File: src/rtl/stack_guard_pkg.sv
package stack_guard_pkg;
  typedef enum logic [2:0] {
    SOP_PUSH = 3'd0,
    SOP_POP  = 3'd1,
    SOP_DROP = 3'd2,
    SOP_CALL = 3'd3,
    SOP_RET  = 3'd4
  } sop_e;

  typedef enum logic [1:0] {
    HF_HEAP   = 2'd0,
    HF_STACK  = 2'd1,
    HF_PROG   = 2'd2,
    HF_COMMIT = 2'd3
  } hfield_e;

  typedef enum logic [1:0] {
    RK_NONE  = 2'd0,
    RK_VALUE = 2'd1,
    RK_RET   = 2'd2,
    RK_CALL  = 2'd3
  } rkind_e;
endpackage

File: src/rtl/sg_header.sv
module sg_header
  import stack_guard_pkg::*;
#(
  parameter int W = 16
) (
  input  logic         clk,
  input  logic         rst,
  input  logic         ld_valid,
  input  logic [1:0]   ld_field,
  input  logic [W-1:0] ld_data,
  output logic         commit,
  output logic [W-1:0] size_next,
  output logic [W-1:0] size_q,
  output logic [W-1:0] floor_q
);
  logic [W-1:0] heap_q, stack_q, prog_q;
  logic [W-1:0] floor_next;

  assign commit     = ld_valid && (ld_field == HF_COMMIT);
  assign floor_next = prog_q + heap_q;
  assign size_next  = floor_next + stack_q;

  always_ff @(posedge clk) begin
    if (rst) begin
      heap_q  <= '0;
      stack_q <= '0;
      prog_q  <= '0;
      size_q  <= '0;
      floor_q <= '0;
    end else if (ld_valid) begin
      case (hfield_e'(ld_field))
        HF_HEAP:  heap_q  <= ld_data;
        HF_STACK: stack_q <= ld_data;
        HF_PROG:  prog_q  <= ld_data;
        default: begin
          size_q  <= size_next;
          floor_q <= floor_next;
        end
      endcase
    end
  end

  // The floor never lies above the top of memory.
  AST_FLOOR_BELOW_TOP: assert property (@(posedge clk) disable iff (rst)
    floor_q <= size_q);
endmodule

File: src/rtl/sg_check.sv
module sg_check
  import stack_guard_pkg::*;
#(
  parameter int W = 16
) (
  input  logic         cmd_valid,
  input  logic [2:0]   cmd_op,
  input  logic         commit,
  input  logic [W-1:0] sp_q,
  input  logic [W-1:0] size_q,
  input  logic [W-1:0] floor_q,
  output logic         go_grow,
  output logic         go_shrink,
  output logic         ovf_hit,
  output logic         unf_hit
);
  logic live, is_grow, is_shrink, room, filled;

  always_comb begin
    live      = cmd_valid && !commit;
    is_grow   = (cmd_op == SOP_PUSH) || (cmd_op == SOP_CALL);
    is_shrink = (cmd_op == SOP_POP) || (cmd_op == SOP_DROP) || (cmd_op == SOP_RET);
    room      = sp_q > floor_q;
    filled    = sp_q < size_q;
    go_grow   = live && is_grow && room;
    go_shrink = live && is_shrink && filled;
    ovf_hit   = live && is_grow && !room;
    unf_hit   = live && is_shrink && !filled;
  end
endmodule

File: src/rtl/sg_pointer.sv
module sg_pointer
  import stack_guard_pkg::*;
#(
  parameter int W = 16
) (
  input  logic         clk,
  input  logic         rst,
  input  logic         commit,
  input  logic [W-1:0] size_next,
  input  logic [W-1:0] size_q,
  input  logic [W-1:0] floor_q,
  input  logic         go_grow,
  input  logic         go_shrink,
  input  logic         ovf_hit,
  input  logic         unf_hit,
  input  logic [2:0]   cmd_op,
  input  logic [W-1:0] cmd_data,
  output logic [W-1:0] sp_q,
  output logic         mem_req,
  output logic         mem_we,
  output logic [W-1:0] mem_addr,
  output logic [W-1:0] mem_wdata,
  output logic         ovf_q,
  output logic         unf_q
);
  localparam logic [W-1:0] ONE = W'(1);
  logic is_drop;

  assign is_drop = (cmd_op == SOP_DROP);

  always_ff @(posedge clk) begin
    if (rst) begin
      sp_q      <= '0;
      mem_req   <= 1'b0;
      mem_we    <= 1'b0;
      mem_addr  <= '0;
      mem_wdata <= '0;
      ovf_q     <= 1'b0;
      unf_q     <= 1'b0;
    end else begin
      mem_req   <= go_grow || (go_shrink && !is_drop);
      mem_we    <= go_grow;
      mem_addr  <= go_grow ? (sp_q - ONE) : sp_q;
      mem_wdata <= cmd_data;
      if (ovf_hit) ovf_q <= 1'b1;
      if (unf_hit) unf_q <= 1'b1;
      if (commit)         sp_q <= size_next;
      else if (go_grow)   sp_q <= sp_q - ONE;
      else if (go_shrink) sp_q <= sp_q + ONE;
    end
  end

  AST_PUSH_STEP: assert property (@(posedge clk) disable iff (rst)
    go_grow |=> (sp_q == $past(sp_q) - ONE));
  AST_NO_OVERFLOW: assert property (@(posedge clk) disable iff (rst)
    (mem_req && mem_we) |-> (mem_addr >= floor_q));
  AST_NO_UNDERFLOW: assert property (@(posedge clk) disable iff (rst)
    (mem_req && !mem_we) |-> (mem_addr < size_q));
  AST_FAULT_FREEZE: assert property (@(posedge clk) disable iff (rst)
    (ovf_hit || unf_hit) |=> $stable(sp_q));
  AST_OVF_STICKY: assert property (@(posedge clk) disable iff (rst)
    ovf_q |=> ovf_q);
  AST_UNF_STICKY: assert property (@(posedge clk) disable iff (rst)
    unf_q |=> unf_q);
  AST_SP_IN_RANGE: assert property (@(posedge clk) disable iff (rst)
    sp_q <= size_q);
endmodule

File: src/rtl/sg_readback.sv
module sg_readback
  import stack_guard_pkg::*;
#(
  parameter int W = 16
) (
  input  logic         clk,
  input  logic         rst,
  input  logic         go_grow,
  input  logic         go_shrink,
  input  logic [2:0]   cmd_op,
  input  logic [W-1:0] cmd_target,
  input  logic [W-1:0] mem_rdata,
  output logic         pop_valid,
  output logic [W-1:0] pop_data,
  output logic         pc_valid,
  output logic [W-1:0] pc_value
);
  rkind_e       new_kind, s1_kind, s2_kind;
  logic [W-1:0] s1_tgt, s2_tgt;

  always_comb begin
    new_kind = RK_NONE;
    if (go_grow && cmd_op == SOP_CALL)       new_kind = RK_CALL;
    else if (go_shrink && cmd_op == SOP_POP) new_kind = RK_VALUE;
    else if (go_shrink && cmd_op == SOP_RET) new_kind = RK_RET;
  end

  always_ff @(posedge clk) begin
    if (rst) begin
      s1_kind   <= RK_NONE;
      s2_kind   <= RK_NONE;
      s1_tgt    <= '0;
      s2_tgt    <= '0;
      pop_valid <= 1'b0;
      pop_data  <= '0;
      pc_valid  <= 1'b0;
      pc_value  <= '0;
    end else begin
      s1_kind   <= new_kind;
      s1_tgt    <= cmd_target;
      s2_kind   <= s1_kind;
      s2_tgt    <= s1_tgt;
      pop_valid <= (s2_kind == RK_VALUE);
      pop_data  <= mem_rdata;
      pc_valid  <= (s2_kind == RK_RET) || (s2_kind == RK_CALL);
      pc_value  <= (s2_kind == RK_CALL) ? s2_tgt : mem_rdata;
    end
  end

  AST_ONE_RESULT: assert property (@(posedge clk) disable iff (rst)
    !(pop_valid && pc_valid));
endmodule

File: src/rtl/stack_guard_unit.sv
module stack_guard_unit
  import stack_guard_pkg::*;
#(
  parameter int W = 16
) (
  input  logic         clk,
  input  logic         rst,
  input  logic         ld_valid,
  input  logic [1:0]   ld_field,
  input  logic [W-1:0] ld_data,
  input  logic         cmd_valid,
  input  logic [2:0]   cmd_op,
  input  logic [W-1:0] cmd_data,
  input  logic [W-1:0] cmd_target,
  output logic         mem_req,
  output logic         mem_we,
  output logic [W-1:0] mem_addr,
  output logic [W-1:0] mem_wdata,
  input  logic [W-1:0] mem_rdata,
  output logic         pop_valid,
  output logic [W-1:0] pop_data,
  output logic         pc_valid,
  output logic [W-1:0] pc_value,
  output logic [W-1:0] sp_out,
  output logic         ovf_fault,
  output logic         unf_fault
);
  logic         commit;
  logic [W-1:0] size_next, size_q, floor_q, sp_q;
  logic         go_grow, go_shrink, ovf_hit, unf_hit;

  sg_header #(.W(W)) u_header (
    .clk(clk), .rst(rst), .ld_valid(ld_valid), .ld_field(ld_field),
    .ld_data(ld_data), .commit(commit), .size_next(size_next),
    .size_q(size_q), .floor_q(floor_q)
  );

  sg_check #(.W(W)) u_check (
    .cmd_valid(cmd_valid), .cmd_op(cmd_op), .commit(commit), .sp_q(sp_q),
    .size_q(size_q), .floor_q(floor_q), .go_grow(go_grow),
    .go_shrink(go_shrink), .ovf_hit(ovf_hit), .unf_hit(unf_hit)
  );

  sg_pointer #(.W(W)) u_pointer (
    .clk(clk), .rst(rst), .commit(commit), .size_next(size_next),
    .size_q(size_q), .floor_q(floor_q), .go_grow(go_grow),
    .go_shrink(go_shrink), .ovf_hit(ovf_hit), .unf_hit(unf_hit),
    .cmd_op(cmd_op), .cmd_data(cmd_data), .sp_q(sp_q), .mem_req(mem_req),
    .mem_we(mem_we), .mem_addr(mem_addr), .mem_wdata(mem_wdata),
    .ovf_q(ovf_fault), .unf_q(unf_fault)
  );

  sg_readback #(.W(W)) u_readback (
    .clk(clk), .rst(rst), .go_grow(go_grow), .go_shrink(go_shrink),
    .cmd_op(cmd_op), .cmd_target(cmd_target), .mem_rdata(mem_rdata),
    .pop_valid(pop_valid), .pop_data(pop_data), .pc_valid(pc_valid),
    .pc_value(pc_value)
  );

  assign sp_out = sp_q;
endmodule

File: config.mk
export PLATFORM = sky130hd
export DESIGN_NAME = stack_guard_unit
export DESIGN_NICKNAME = d
export VERILOG_FILES = /design/src/rtl/stack_guard_pkg.sv /design/src/rtl/sg_header.sv /design/src/rtl/sg_check.sv /design/src/rtl/sg_pointer.sv /design/src/rtl/sg_readback.sv /design/src/rtl/stack_guard_unit.sv
export SDC_FILE = /design/constraint.sdc
export NUM_CORES = 1
export LEC_CHECK = 0
export BUFFER_PORTS_ARGS = -buffer_cell sky130_fd_sc_hd__buf_2
export CELL_PAD_IN_SITES_DETAIL_PLACEMENT = 0
export CELL_PAD_IN_SITES_GLOBAL_PLACEMENT = 1
export CORE_UTILIZATION = 43
export CTS_BUF_LIST = sky130_fd_sc_hd__clkbuf_4 sky130_fd_sc_hd__clkbuf_8 sky130_fd_sc_hd__clkbuf_16
export DETAILED_ROUTE_END_ITERATION = 10
export PLACE_DENSITY = 0.81
export SLEW_MARGIN = 10
export SYNTH_ARGS = -nofsm -noshare
export SYNTH_HDL_FRONTEND = slang
export SYNTH_HIERARCHICAL = 1
export SYNTH_SLANG_ARGS = --single-unit
File: constraint.sdc
create_clock -name clk -period 4.5 [get_ports clk]
set_input_delay 1.125 -clock clk [delete_from_list [all_inputs] [get_ports clk]]
set_output_delay 1.125 -clock clk [all_outputs]
set_load 0.01 [all_outputs]
==> results of run 1 <==
==> sequential cells by signal (all words and copies together), names as in the netlist, 16 cells and up <==
register	count
u_pointer/sp_q	16
u_header/floor_q	16
u_header/prog_q	16
u_readback/s2_tgt	16
u_readback/pop_data	16
u_header/size_q	16
u_pointer/mem_wdata	16
u_header/stack_q	16
u_header/heap_q	16
u_readback/pc_value	16
u_readback/s1_tgt	16
u_pointer/mem_addr	16
==> metal layers <==
layer  vias up  share of wire, %  GRT usage, %
li1       4185                 -             -
met1      3737                48          26.6
met2       175                46          34.6
met3        32               4.4          3.35
met4         0               1.5          4.18
met5         -                 0             0
==> cell families after synthesis <==
family          Yosys count
simple gates            462
compound gates          247
flops                   202
buf+inv                 114
fa+ha+maj                67
xor+xnor                 54
mux                       3
==> synthesized netlist by cell type (5+ instances only) <==
cell type and number:
o21a_1 8, nand2b_1 5, a31oi_1 5, nor4_1 16
nand3_1 34, dfxtp_1 202, xnor2_1 35, a211oi_1 9
xor2_1 19, inv_1 46, ha_1 65, a21o_1 8
nand2_1 185, o21ai_0 17, nor3_1 17, o21ai_1 12
a21bo_1 13, or4_1 6, and3_1 5, nand4_1 10
buf_2 13, a21oi_2 14, and4_1 6, o22ai_1 5
clkbuf_1 40, nor2b_1 73, a21oi_1 119, nor2_1 68
buf_6 6
==> placed cells by master, fill, tap and decap left out, types with 5 or more instances in the layout <==
| cell | n |
|---|---|
| a211oi_1 | 9 |
| a21bo_1 | 13 |
| a21o_1 | 8 |
| a21oi_1 | 118 |
| a21oi_2 | 15 |
| a31oi_1 | 5 |
| and3_1 | 5 |
| and4_1 | 6 |
| buf_2 | 157 |
| buf_4 | 9 |
| clkbuf_16 | 23 |
| dfxtp_1 | 202 |
| ha_1 | 65 |
| inv_1 | 46 |
| nand2_1 | 185 |
| nand2b_1 | 5 |
| nand3_1 | 34 |
| nand4_1 | 10 |
| nor2_1 | 68 |
| nor2b_1 | 73 |
| nor3_1 | 17 |
| nor4_1 | 16 |
| o21a_1 | 8 |
| o21ai_0 | 17 |
| o21ai_1 | 12 |
| o22ai_1 | 5 |
| or4_1 | 6 |
| xnor2_1 | 35 |
| xor2_1 | 19 |
==> what timing repair did <==
| item | in CTS | in global routing |
|---|---|---|
| gates resized for setup | 0 | 1 |
| buffers inserted | 0 | 0 |
| endpoints found under the setup margin | 0 | 2 |
==> area by class of cell <==
type,count,area (µm²)
Clock buffer,30,647
Multi-Input combinational cell,833,5240
Inverter,47,176
Clock inverter,10,151
Sequential cell,202,4040
Tap cell,280,350
Fill cell,2119,10600
Timing Repair Buffer,167,865
==> where the power goes <==
group          switching, mW  internal [mW]  leakage, nW
Clock                  0.750           1.19        0.388
Combinational          0.405          0.289         2.80
Sequential            0.0788           1.88         1.65
Total                   1.23           3.36         4.84
==> through the flow <==
| stage | instance area [µm²] | total power, mW |
|---|---|---|
| global route | 11500 | 4.81 |
| global placement | 10700 | 2.68 |
| finish | 11500 | 4.60 |
| floorplan | 9800 | 2.46 |
| detailed placement | 10700 | 2.69 |
| CTS | 11500 | 4.64 |
==> worst reg2reg max path: stages (launching register included) <==
cell,delay (ns)
dfxtp_1,0.32
ha_1,0.25
fa_1,0.42
a21o_1,0.21
a21oi_2,0.25
o21bai_1,0.10
a21oi_1,0.17
xnor2_1,0.12
ha_1,0.23
or3_4,0.40
or4_4,0.45
and4_4,0.19
nor4_2,0.30
xnor2_1,0.13
a21oi_1,0.16
o21ai_0,0.08
a211o_1,0.29
==> worst min path at each step <==
stage / endpoint / depth (start not counted) / from / slack, ns
CTS: u_readback/s2_tgt[10] / 1 / u_readback/s1_tgt[10] / 0.44
detailed placement: u_readback/s2_tgt[10] / 1 / u_readback/s1_tgt[10] / 0.42
global route: u_readback/s2_tgt[10] / 1 / u_readback/s1_tgt[10] / 0.45
floorplan: u_readback/s2_kind[0] / 1 / u_readback/s1_kind[0] / 0.41
global placement: u_readback/s2_tgt[3] / 1 / u_readback/s1_tgt[3] / 0.42
finish: u_readback/s2_tgt[10] / 1 / u_readback/s1_tgt[10] / 0.43
==> results.yml, run 1 <==
run_status:
  outcome: "complete, no violations"
routing:
  drc: 0
  antenna_left: 0
  drt_iter0_drc: 427
  via_count: 8129
  viasPerCell: 5.18
  drtPass1Iterations: 4
  routedWlPerCell_um: 15.1
  wl_um: 23600
place:
  pre_cts_ws_ns: 0.214
  dp_hpwl_um: 16500
  dp_cells: 1529
  gp_congestion: 0.836
  numPortBuffers: 158
worst_setup_path:
  path_class: "reg2reg"
  start_kind: "register"
  cp_top_family: "simple AND/OR/NAND/NOR gates"
  cpPeakStageDelay_ns: 0.45
  cp_num_buf_inv: 0
  crit_chain: "ha_1 -> fa_1 -> a21o_1 -> a21oi_2 -> o21bai_1 -> a21oi_1 -> xnor2_1 -> ha_1 -> or3_4 -> or4_4 -> and4_4 -> nor4_2 -> xnor2_1 -> a21oi_1 -> o21ai_0 -> a211o_1"
  crit_fanout: 4
  timing.rr.end: "u_pointer/sp_q[15]"
  critPathCapture: "u_pointer/sp_q[15]"
  required_ns: 4.91
  crit_slowest_cell: "or4_4"
  crit_path_start: "u_header/heap_q[0]"
  endpoint_kind: "register"
  ff2ff_path_depth: 16
  cp.depth: 16
  r2r-start: "u_header/heap_q[0]"
  reg2reg_slack_ns: 0.32
  worst_ep_arrival_time_ns: 4.59
synthesis:
  yosysTopAreaCellShare_pct: 41.3
  yosys.cell_types.count: 79
  synthAdderAreaFrac_pct: 8.71
  synthXorXnorAreaFrac_pct: 4.83
  synth_compound_area_share_pct: 16.0
  synth_mux_area_share_pct: 0.319
  synth-edff-count: 0
  ys_top_cells_by_area: "dfxtp_1, ha_1, nand2_1, a21oi_1, nor2b_1"
  synth_top_family_by_area: "simple AND/OR/NAND/NOR gates"
  yosys.area_share.simple_pct: 23.6
  netlist_instances: 1149
  async_flop_share_pct: 0
  syn_area_mm2: 0.00980
  avgSynthCellArea_um2: 8.53
  yosysTopAreaCell: "dfxtp_1"
  yosys_warnings: 6
  synth_ff_type: "dfxtp_1"
  ys_ff_latch: 202
  syn-num-nets: 1289
  ys_seq_area_share_pct: 41.3
clocking:
  clock-sinks: 202
  clk_pin_slew_ns: 0.06
  clock_latency_ns: 0.52
  postCtsHoldBufs: 0
  clk_path_buf_depth: 3
  root_buffer: "clkbuf_16"
  cts_htree_levels: 1
  numCtsBuffers: 23
  tritoncts: "yes"
finish:
  final_nets: 1414
  final_cells: 1569
  synthToLayoutAreaGrowth_pct: 17.1
  utilization_pct: 51.9
  layout-drive-gt1-share_pct: 18.7
  antennaDiodeCount: 0
sta:
  rsz0062_at_grt: "false"
  maxSlewViolCount: 0
  fmax_mhz: 239
  holdWs_ns: 0.433
  hold_viol_final: 0
  setup_ws_ns: 0.323
  fin_crit_ns: 4.18
  tightest_slew_ns: 1.03
  finClkSkew_ns: 0.0112
  min_period_over_period_pct: 92.8
  setup_viol: 0
  tns_ns: 0
  relSlewSlack_pct: 30.9
grt:
  grt_pass1_vias: 7756
  grt_pass1_wl_um: 39200
  grt_max_degree: 132
  grt_overflow: 0
  grt_usage_pct: 20.2
  antenna_found_initial: 0
floorplanning:
  core_area_mm2: 0.0221
  num_rows: 54
  dieArea_mm2: 0.0234
  initial_core_util_pct: 44.4
  ioPinCount: 159
  dieHeight_um: 153
  die_w_um: 153
pwr:
  p_per_area_mw_per_mm2: 400
  ir_worst_vdd_mv: 0.459
  p_leak_nw: 4.84
flow_run:
  cap_viol_max_count: 0
min_path:
  min_path_type: "reg2reg"
No activity file was read; power rests on OpenSTA's default activity.
==> run 2, diff against run 1 <==
==> config.mk (replaced) <==
export PLATFORM = sky130hd
export DESIGN_NAME = stack_guard_unit
export DESIGN_NICKNAME = d
export VERILOG_FILES = /design/src/rtl/stack_guard_pkg.sv /design/src/rtl/sg_header.sv /design/src/rtl/sg_check.sv /design/src/rtl/sg_pointer.sv /design/src/rtl/sg_readback.sv /design/src/rtl/stack_guard_unit.sv
export SDC_FILE = /design/constraint.sdc
export NUM_CORES = 1
export LEC_CHECK = 0
export BUFFER_PORTS_ARGS = -buffer_cell sky130_fd_sc_hd__buf_2
export CORE_UTILIZATION = 56
export DETAILED_ROUTE_END_ITERATION = 10
export PLACE_DENSITY = 0.8
export SLEW_MARGIN = 10
export SYNTH_ARGS = -nofsm -noshare
export SYNTH_HDL_FRONTEND = slang
export SYNTH_SLANG_ARGS = --single-unit
==> run 2 against run 1 <==
  * Non-clock buffer count is 2 lower
  * Register-to-register slack improved by 0.02 ns
  * Fmax increased by 0.42%
  * Worst hold slack worse by 0.011 ns
  * Sequential power barely moved
  * Combinational power down 16%
  * Sequential cell count unchanged
  * Synthesized cell count decreased by 6.3%
  * Clock power down 14%
  * Final area is 5.5% lower
  * Critical path type unchanged
  * Core utilization rose by 16 points
  * Via count shrank 5.2%
==> results.yml, run 2 <==
finish:
  multi_input_area_mm2: 0.00483
  final_common_cell: "dfxtp_1"
  synthToLayoutAreaGrowth_pct: 17.4
  final_nets: 1351
  antennaDiodeCount: 0
  finish.instance_area_mm2: 0.0108
  fillers: 1354
  most-common-layout-cells: "dfxtp_1, nand2_1, buf_2"
  regArea_mm2: 0.00404
  layout-drive-gt1-share_pct: 17.7
synthesis:
  avgSynthCellArea_um2: 8.58
  syn_area_mm2: 0.00924
  yosysTopAreaCellShare_pct: 43.8
  synth-edff-count: 0
  synth_common_cells: "dfxtp_1, nand2_1, a21oi_1, nor2b_1, ha_1"
  netlist_instances: 1077
  syn-num-nets: 1217
  yosysTopAreaCell: "dfxtp_1"
  ys_top_cells_by_area: "dfxtp_1, ha_1, nand2_1, a21oi_1, nor2b_1"
  ys_ff_latch: 202
  synth_ff_type: "dfxtp_1"
  async_flop_share_pct: 0
  synth.most_common_cell: "dfxtp_1"
  yosys.cell_types.count: 69
  ys_seq_area_share_pct: 43.8
  yosys_warnings: 0
clocking:
  clock-sinks: 202
  postCtsHoldBufs: 0
  root_buffer: "clkbuf_16"
  cts_htree_levels: 1
  tritoncts: "yes"
  clk_pin_slew_ns: 0.06
  clock_latency_ns: 0.50
  clk_path_buf_depth: 3
  numCtsBuffers: 21
sta:
  hold_viol_final: 0
  relSlewSlack_pct: 21.1
  tns_ns: 0
  tightest_slew_ns: 1.18
  setup_viol: 0
  finClkSkew_ns: 0.0160
  fin_crit_ns: 4.16
  min_period_over_period_pct: 92.4
  fmax_mhz: 240
  maxSlewViolCount: 0
  rsz0062_at_grt: "false"
routing:
  viasPerCell: 5.35
  wl_um: 21000
  drt_iter0_drc: 471
  routedWlPerCell_um: 14.6
  drc: 0
  via_count: 7707
  drtPass1Iterations: 5
  antenna_left: 0
worst_setup_path:
  crit_slowest_cell: "fa_1"
  worst_ep_arrival_time_ns: 4.57
  timing.rr.end: "u_pointer.sp_q[15]"
  ff2ff_path_depth: 17
  crit_chain: "ha_1 -> fa_1 -> a21o_1 -> a21oi_1 -> o21ai_0 -> a21oi_2 -> o21bai_1 -> a21oi_1 -> xnor2_1 -> ha_1 -> and4_1 -> o211ai_1 -> a21oi_1 -> a211oi_2 -> o21a_1 -> xor3_1 -> a211oi_2"
  r2r-start: "u_header.prog_q[0]"
  crit_path_frequent_cell: "a21oi_1"
  endpoint_kind: "register"
  cpPeakStageDelay_ns: 0.43
  crit_fanout: 5
  reg2reg_slack_ns: 0.34
  start_kind: "register"
  required_ns: 4.91
  path_class: "reg2reg"
min_path:
  min_path_type: "reg2reg"
  hp-start: "u_readback.s1_tgt[6]"
  whs_path_depth: 1
  hold_end: "u_readback.s2_tgt[6]"
floorplanning:
  initial_core_util_pct: 57.8
  ioPinCount: 159
  die_w_um: 130
  dieArea_mm2: 0.0170
  core_area_mm2: 0.0160
  dieHeight_um: 130
  num_rows: 46
run_status:
  outcome: "complete, no violations"
flow_run:
  cap_viol_max_count: 0
grt:
  antenna_found_initial: 0
  grt_max_degree: 81
  grt_overflow: 0
  grt_pass1_vias: 6945
  grt_pass1_wl_um: 33300
  grt_usage_pct: 24.4
pwr:
  ir_worst_vdd_mv: 0.271
  p_total_mw: 4.18
  p_leak_nw: 4.73
  p_per_area_mw_per_mm2: 385
place:
  placed_area_mm2: 0.0102
  numPortBuffers: 158
  gp_congestion: 0.956
  dp_hpwl_um: 15100
run 2: cell count changes in the layout (fill, tap and decap cells not counted), sizes merged, moves of 10 or more:
cell / delta
a21bo: -16
nand2: +15
nand3: -21
nor4: -14
nor2: -10
a21oi: -12
run 2: cell type report:
cell class              count  area share, %
clock inverters             6          0.565
inverters                  44           1.52
clock buffers              30           5.62
flip-flops and latches    202           37.3
well taps                 216           2.49
multi-input cells         777           44.6
repair buffers            165           7.95
run 2: worst max path at each step:
| stage | start | to | slack [ns] | cells after the start |
|---|---|---|---|---|
| finish | u_header.prog_q[0] | u_pointer.sp_q[15] | 0.34 | 17 |
| global placement | u_header.prog_q[0] | u_pointer.sp_q[15] | 0.41 | 17 |
| detailed placement | u_header.prog_q[0] | u_pointer.sp_q[15] | 0.26 | 17 |
| CTS | u_header.prog_q[0] | u_pointer.sp_q[15] | 0.25 | 17 |
| floorplan | u_header.prog_q[0] | u_pointer.sp_q[15] | 0.70 | 17 |
| global route | u_header.prog_q[0] | u_pointer.sp_q[15] | 0.02 | 17 |
run 2: cell families (layout without fill, tap and decap cells):
family / count (synthesis) / count (layout) / synth area share (%)
flip-flops: 202 / 202 / 43.8
buffers and inverters: 98 / 245 / 4.09
AO/OA/AOI/OAI: 229 / 229 / 15.1
AND/OR/NAND/NOR: 423 / 423 / 22.1
multiplexers: 4 / 4 / 0.460
adder cells (fa/ha/maj): 67 / 67 / 9.23
XOR/XNOR: 54 / 54 / 5.28
run 2: metrics by stage:
step,worst slack (ns),std cells,utilization (%),hold WS [ns]
6_report,0.340,1440,67.8,0.421
3_3_place_gp,0.407,1404,63.5,0.416
2_1_floorplan,0.704,1077,-,0.414
4_1_cts,0.246,1440,67.7,0.424
3_5_place_dp,0.261,1404,63.5,0.422
5_1_grt,0.0163,1440,67.8,0.443
run 2: per-layer routing:
| metal | wire (µm) | vias to the layer above | track usage [%] |
|---|---|---|---|
| met5 | 0 | - | 0 |
| met4 | 444 | 0 | 7.57 |
| met3 | 1080 | 31 | 3.05 |
| met2 | 9830 | 211 | 40.7 |
| met1 | 9630 | 3538 | 33.0 |
| li1 | - | 3927 | - |
run 2: where the power goes:
group	switching, mW	internal [mW]
registers	0.0553	1.87
clock network	0.675	0.997
logic	0.338	0.243
total	1.07	3.11
run 2: timing repair:
| action | CTS | global route |
|---|---|---|
| resized for setup | 0 | 2 |
| setup buffers | 0 | 0 |
| endpoints found under the setup margin | 0 | 3 |
run 2: worst max-delay path, delay by kind of cell (launching register included):
kind / cells / cell delay, ns
xor+xnor: 2 / 0.44
compound gates: 11 / 2.09
fa+ha+maj: 3 / 1.00
simple gates: 1 / 0.22
flops: 1 / 0.31
